`config.mk`:
```
export PLATFORM = sky130hd
export DESIGN_NAME = stmem_ctrl
export DESIGN_NICKNAME = d
export VERILOG_FILES = /design/src/rtl/stmem_pkg.sv /design/src/rtl/stmem_region_dec.sv /design/src/rtl/stmem_lane_gen.sv /design/src/rtl/stmem_wait_fsm.sv /design/src/rtl/stmem_ctrl.sv
export SDC_FILE = /design/constraint.sdc
export NUM_CORES = 1
export LEC_CHECK = 0
export BUFFER_PORTS_ARGS = -buffer_cell sky130_fd_sc_hd__buf_2
export CAP_MARGIN = 10
export CORE_UTILIZATION = 35
export CTS_CLUSTER_DIAMETER = 200
export DETAILED_ROUTE_END_ITERATION = 6
export PLACE_DENSITY = 0.83
export RECOVER_POWER = 50
export SLEW_MARGIN = 20
export SYNTH_ARGS = -nofsm -noshare
export SYNTH_HDL_FRONTEND = slang
export SYNTH_SLANG_ARGS = --single-unit
export TNS_END_PERCENT = 100
```
`constraint.sdc`:
```
create_clock -name clk -period 1.9 [get_ports clk]
set_input_delay 0.475 -clock clk [delete_from_list [all_inputs] [get_ports clk]]
set_output_delay 0.475 -clock clk [all_outputs]
set_load 0.01 [all_outputs]
```
`src/rtl/stmem_pkg.sv`:
```
package stmem_pkg;

  typedef enum logic [1:0] {
    ST_IDLE = 2'd0,
    ST_RAM  = 2'd1,
    ST_ROM  = 2'd2
  } stmem_state_e;

  localparam logic [1:0] SZ_BYTE = 2'b00;
  localparam logic [1:0] SZ_HALF = 2'b01;
  localparam logic [1:0] SZ_WORD = 2'b10;

endpackage

```
`src/rtl/stmem_region_dec.sv`:
```
module stmem_region_dec (
  input  logic top_bit,
  input  logic cpu_int,
  input  logic wr,
  output logic go_ram,
  output logic go_rom,
  output logic ram_write
);

  // top address bit set = SRAM, clear = ROM
  always_comb begin
    go_ram    = ~cpu_int & top_bit;
    go_rom    = ~cpu_int & ~top_bit;
    ram_write = go_ram & wr;
  end

endmodule

```
`src/rtl/stmem_lane_gen.sv`:
```
module stmem_lane_gen #(
  parameter int LANES = 4,
  localparam int LB   = $clog2(LANES)
) (
  input  logic [LB-1:0]    addr_lo,
  input  logic [1:0]       size,
  output logic [LANES-1:0] lane_en
);

  import stmem_pkg::*;

  for (genvar g = 0; g < LANES; g++) begin : g_lane
    localparam logic [LB-1:0] GI = LB'(g);
    always_comb begin
      unique case (size)
        SZ_BYTE: lane_en[g] = (addr_lo == GI);
        SZ_HALF: lane_en[g] = (addr_lo[LB-1:1] == GI[LB-1:1]);
        default: lane_en[g] = 1'b1;
      endcase
    end
  end

endmodule

```
`src/rtl/stmem_wait_fsm.sv`:
```
module stmem_wait_fsm #(
  parameter int ROM_WAITS = 3,
  localparam int CW       = $clog2(ROM_WAITS + 1)
) (
  input  logic clk,
  input  logic rst_n,
  input  logic cpu_int,
  input  logic go_ram,
  input  logic go_rom,
  output logic ready,
  output logic ram_act,
  output logic rom_act,
  output logic stall
);

  import stmem_pkg::*;

  stmem_state_e state_q, state_d;
  logic [CW-1:0] cnt_q, cnt_d;

  // decode point: idle, SRAM, or last ROM cycle
  assign ready = (state_q != ST_ROM) || (cnt_q == '0);

  always_comb begin
    state_d = state_q;
    cnt_d   = cnt_q;
    if (ready) begin
      if (go_ram) begin
        state_d = ST_RAM;
      end else if (go_rom) begin
        state_d = ST_ROM;
        cnt_d   = CW'(ROM_WAITS);
      end else begin
        state_d = ST_IDLE;
      end
    end else begin
      cnt_d = cnt_q - 1'b1;
    end
  end

  always_ff @(posedge clk or negedge rst_n) begin
    if (!rst_n) begin
      state_q <= ST_ROM;
      cnt_q   <= CW'(ROM_WAITS);
    end else begin
      state_q <= state_d;
      cnt_q   <= cnt_d;
    end
  end

  assign ram_act = (state_q == ST_RAM);
  assign rom_act = (state_q == ST_ROM);
  assign stall   = rom_act && (cnt_q != '0);


  rom_hold_chk: assert property (@(posedge clk) disable iff (!rst_n)
    stall |=> rom_act);


  rom_count_chk: assert property (@(posedge clk) disable iff (!rst_n)
    stall |=> (cnt_q == $past(cnt_q) - 1'b1));


  idle_chk: assert property (@(posedge clk) disable iff (!rst_n)
    (ready && cpu_int) |=> (state_q == ST_IDLE));

endmodule

```
`src/rtl/stmem_ctrl.sv`:
```
module stmem_ctrl #(
  parameter int ADDR_W    = 32,
  parameter int LANES     = 4,
  parameter int ROM_WAITS = 3,
  localparam int LB       = $clog2(LANES)
) (
  input  logic              clk,
  input  logic              rst_n,
  input  logic              cpu_int,
  input  logic [ADDR_W-1:0] addr,
  input  logic [1:0]        size,
  input  logic              wr,
  output logic              ram_ce,
  output logic              ram_oe,
  output logic [LANES-1:0]  ram_we,
  output logic              rom_ce,
  output logic              rom_oe,
  output logic              mem_wait
);

  // reset: asynchronous assert, synchronous release
  logic rst_m, rst_s;
  always_ff @(posedge clk or negedge rst_n) begin
    if (!rst_n) begin
      rst_m <= 1'b0;
      rst_s <= 1'b0;
    end else begin
      rst_m <= 1'b1;
      rst_s <= rst_m;
    end
  end

  logic addr_unused;
  assign addr_unused = ^addr[ADDR_W-2:LB];

  logic go_ram, go_rom, ram_write;
  stmem_region_dec u_dec (
    .top_bit   (addr[ADDR_W-1]),
    .cpu_int   (cpu_int),
    .wr        (wr),
    .go_ram    (go_ram),
    .go_rom    (go_rom),
    .ram_write (ram_write)
  );

  logic [LANES-1:0] lane_en;
  stmem_lane_gen #(.LANES(LANES)) u_lanes (
    .addr_lo (addr[LB-1:0]),
    .size    (size),
    .lane_en (lane_en)
  );

  logic ready, ram_act, rom_act, stall;
  stmem_wait_fsm #(.ROM_WAITS(ROM_WAITS)) u_fsm (
    .clk     (clk),
    .rst_n   (rst_s),
    .cpu_int (cpu_int),
    .go_ram  (go_ram),
    .go_rom  (go_rom),
    .ready   (ready),
    .ram_act (ram_act),
    .rom_act (rom_act),
    .stall   (stall)
  );

  // access attributes, captured only at a decode point
  logic             wr_q, wr_d;
  logic [LANES-1:0] we_q, we_d;

  always_comb begin
    wr_d = wr_q;
    we_d = we_q;
    if (ready) begin
      wr_d = wr & ~cpu_int;
      we_d = lane_en & {LANES{ram_write}};
    end
  end

  always_ff @(posedge clk or negedge rst_s) begin
    if (!rst_s) begin
      wr_q <= 1'b0;
      we_q <= '0;
    end else begin
      wr_q <= wr_d;
      we_q <= we_d;
    end
  end

  assign ram_ce   = ram_act;
  assign ram_oe   = ram_act & ~wr_q;
  assign ram_we   = we_q;
  assign rom_ce   = rom_act;
  assign rom_oe   = rom_act & ~wr_q;
  assign mem_wait = stall;


  we_excl_chk: assert property (@(posedge clk) disable iff (!rst_s)
    (ram_we != '0) |-> (ram_ce && !ram_oe));


  rom_nowe_chk: assert property (@(posedge clk) disable iff (!rst_s)
    rom_ce |-> (ram_we == '0));


  rom_stable_chk: assert property (@(posedge clk) disable iff (!rst_s)
    mem_wait |=> ($stable(rom_oe) && $stable(ram_we)));


  bank_excl_chk: assert property (@(posedge clk) disable iff (!rst_s)
    !(ram_ce && rom_ce));


  wait_end_chk: assert property (@(posedge clk) disable iff (!rst_s)
    $fell(mem_wait) |-> rom_ce);

endmodule

```
==> metrics.yaml <==
p_seq_frac: 0.385
required_ns: 1.42
cts_htree_levels: 1
synth_area_leaders: "dfrtp_1 (39%), dfstp_2 (15%), nand2_1 (5.9%), a21oi_1 (3.9%), o21ai_0 (3.9%)"
drc: 0
synth_area_sq_um: 513
status: "complete, but fails checks"
die_width_microns: 40.3
postPlaceCellArea_sq_um: 628
grt_max_degree: 10
grt_setup_unrepaired: "yes"
firstDrtPassIters: 1
power_frac_comb: 0.448
cp.arrival_ns: 1.55
synthArstFlopShare: 1.00
dieArea_sq_um: 1620
period_minus_slack_ns: 2.03
failed_checks: "setup timing"
clock-sinks: 11
fin_ws_ns: -0.128
nets: 114
layout-drive-gt1-share: 0.459
switching_share: 0.349
synth_commonest_cells: "dfrtp_1 (8), nand2_1 (8), a21oi_1 (4), o21ai_0 (4)"
start_util: 0.385
drtAntennaViolNets: 0
fmax_mhz: 493
fp-row-count: 13
syn_nets: 89
tritoncts: "done"
viasPerCell: 4.53
yosys_warnings: 0
synth_top_area_frac: 0.390
cp-end-kind: "output pin"
routed_wirelength_microns: 938
fin_util: 0.511
netlist.top_cell.by_area: "dfrtp_1"
synth_seq_area_share: 0.544
drtIter0Drc: 0
core_sq_um: 1330
num_antenna_cells: 0
fp.dieH_microns: 40.3
grt_pass1_wl_mm: 1.39
hold_viol: 0
intPower_w: 0.000604
final-setup-viol-count: 1
postCtsSetupBuffers: 0
clk_root_buffer_cell: "clkbuf_4"
antenna_found_initial: 0
period_share: 1.07
path_class: "reg2out"
slew_viol_final: 0
clock_power_share: 0.167
hold_class: "reg2async"
irDropWorstVdd_mv: 0.585
clkLatencyLatePin_ns: 0.27
fin_skew_ns: 0.0102
grt_usage: 0.144
drv_cap: 0
area_delta_synth_final_pct: 32.9
overflow: 0
critPathLaunchType: "flip-flop"
ys.flop_type: "dfrtp_1"
syn_avg_cell_area_sq_um: 10.3
port_buffers: 17
synth_cells: 50
grt_pass1_vias: 340
clkSlewWorstSetupHoldPaths_ns: 0.07
ys_seq_elements: 11
timing.hold.ws_ns: 0.140
design_area_sq_um: 682
vias: 403
place_hpwl_microns: 753
cp_max_fo: 2
io_pins: 47
cts_buffer_depth: 2
ys_types: 20
gp_congestion: 0.676
p_leak_nw: 0.337
power_switching_w: 0.000324
synth-edff-count: 0
wl_per_cell_microns: 10.5
numCtsBuffers: 3
power.density_nw_per_um2: 1360
final cells by class:
| type | instances | area [sq um] |
|---|---|---|
| inverters | 4 | 27.5 |
| repair buffers | 21 | 120 |
| flip-flops and latches | 11 | 279 |
| well taps | 15 | 18.8 |
| fillers | 136 | 652 |
| clock buffers | 4 | 26.3 |
| multi-input cells | 34 | 210 |
stage by stage:
step	setup slack (ns)	total power (W)	instances	TNS, ns
after global placement	0.0417	0.000708	84	0
after CTS	-0.155	0.000940	89	-0.155
after floorplan	0.123	0.000599	50	0
after global routing	-0.185	0.00101	89	-0.185
final	-0.128	0.000929	89	-0.128
after detailed placement	0.0273	0.000726	84	0
path summary, 6_finish.rpt:
kind,slack [ns],start,cells after the start,end
max reg2reg,0.27,u_fsm.cnt_q[0]$_DFFE_PN1P_,6,ram_we[2]$_DFFE_PN0P_
max in group asynchronous,1.26,rst_n,2,rst_m$_DFF_PN0_
min,0.14,rst_s$_DFF_PN0_,0,u_fsm.state_q[0]$_DFFE_PN0P_
min reg2reg,0.14,rst_s$_DFF_PN0_,0,u_fsm.state_q[0]$_DFFE_PN0P_
min in group clk,0.36,rst_m$_DFF_PN0_,0,rst_s$_DFF_PN0_
max,-0.13,u_fsm.cnt_q[0]$_DFFE_PN1P_,5,mem_wait
critical path: stages, from the launching register on:
cell,delay (ns)
dfstp_2,0.54
inv_2,0.04
ha_4,0.14
or3b_4,0.41
clkinv_8,0.06
buf_6,0.09
state kept, by name (all words and copies together) (netlist names):
name and count:
u_fsm.cnt_q 2, wr_q 1, u_fsm.state_q 2, rst_s 1
ram_we 4, rst_m 1
kinds of logic after synthesis:
group / share of synthesized area
buf+inv: 0.0756
simple gates: 0.224
compound gates: 0.124
fa+ha+maj: 0.0244
other cells: 0.00731
flops: 0.544
placed cells by master (no fill, tap or decap):
| master | Yosys | layout |
|---|---|---|
| buf_2 | 0 | 13 |
| nand2_1 | 8 | 8 |
| dfrtp_1 | 8 | 8 |
| a21oi_1 | 4 | 4 |
| o21ai_0 | 4 | 4 |
| clkbuf_1 | 0 | 4 |
| nor2b_1 | 3 | 3 |
| o21ai_1 | 3 | 3 |
| clkbuf_4 | 0 | 3 |
| buf_4 | 0 | 3 |
| dfstp_2 | 3 | 3 |
| inv_2 | 0 | 2 |
| and2b_2 | 2 | 2 |
| nor2_1 | 2 | 2 |
| or3b_4 | 0 | 1 |
| clkinv_8 | 1 | 1 |
| nor3_2 | 1 | 1 |
| a21oi_2 | 1 | 1 |
| nand3_2 | 1 | 1 |
| nand2b_1 | 1 | 1 |
| inv_1 | 3 | 1 |
| or2_2 | 1 | 1 |
| ha_4 | 0 | 1 |
| dlygate4sd3_1 | 0 | 1 |
| buf_6 | 1 | 1 |
| conb_1 | 1 | 1 |
power by group through the flow:
stage                     registers (W)  logic, W  clock network [W]
after CTS                      0.000358  0.000419           0.000163
after global routing           0.000366  0.000462           0.000179
after global placement         0.000351  0.000357                  0
final                          0.000358  0.000416           0.000155
after detailed placement       0.000358  0.000368                  0
after floorplan                0.000361  0.000238                  0
layer usage:
metal,GRT usage,vias up,routed length (microns)
met5,0,-,0
met4,0.0750,0,0
met3,0.0833,0,57
met2,0.210,11,464
met1,0.166,184,416
li1,-,208,-
timing repair:
item                       CTS  global route
resized for setup            6             0
hold buffers                 1             0
setup endpoints to repair    1             1
cloned                       0             0
pin swaps                    2             1
hold endpoints to repair     2             0
(Power assumes the default switching activity.)
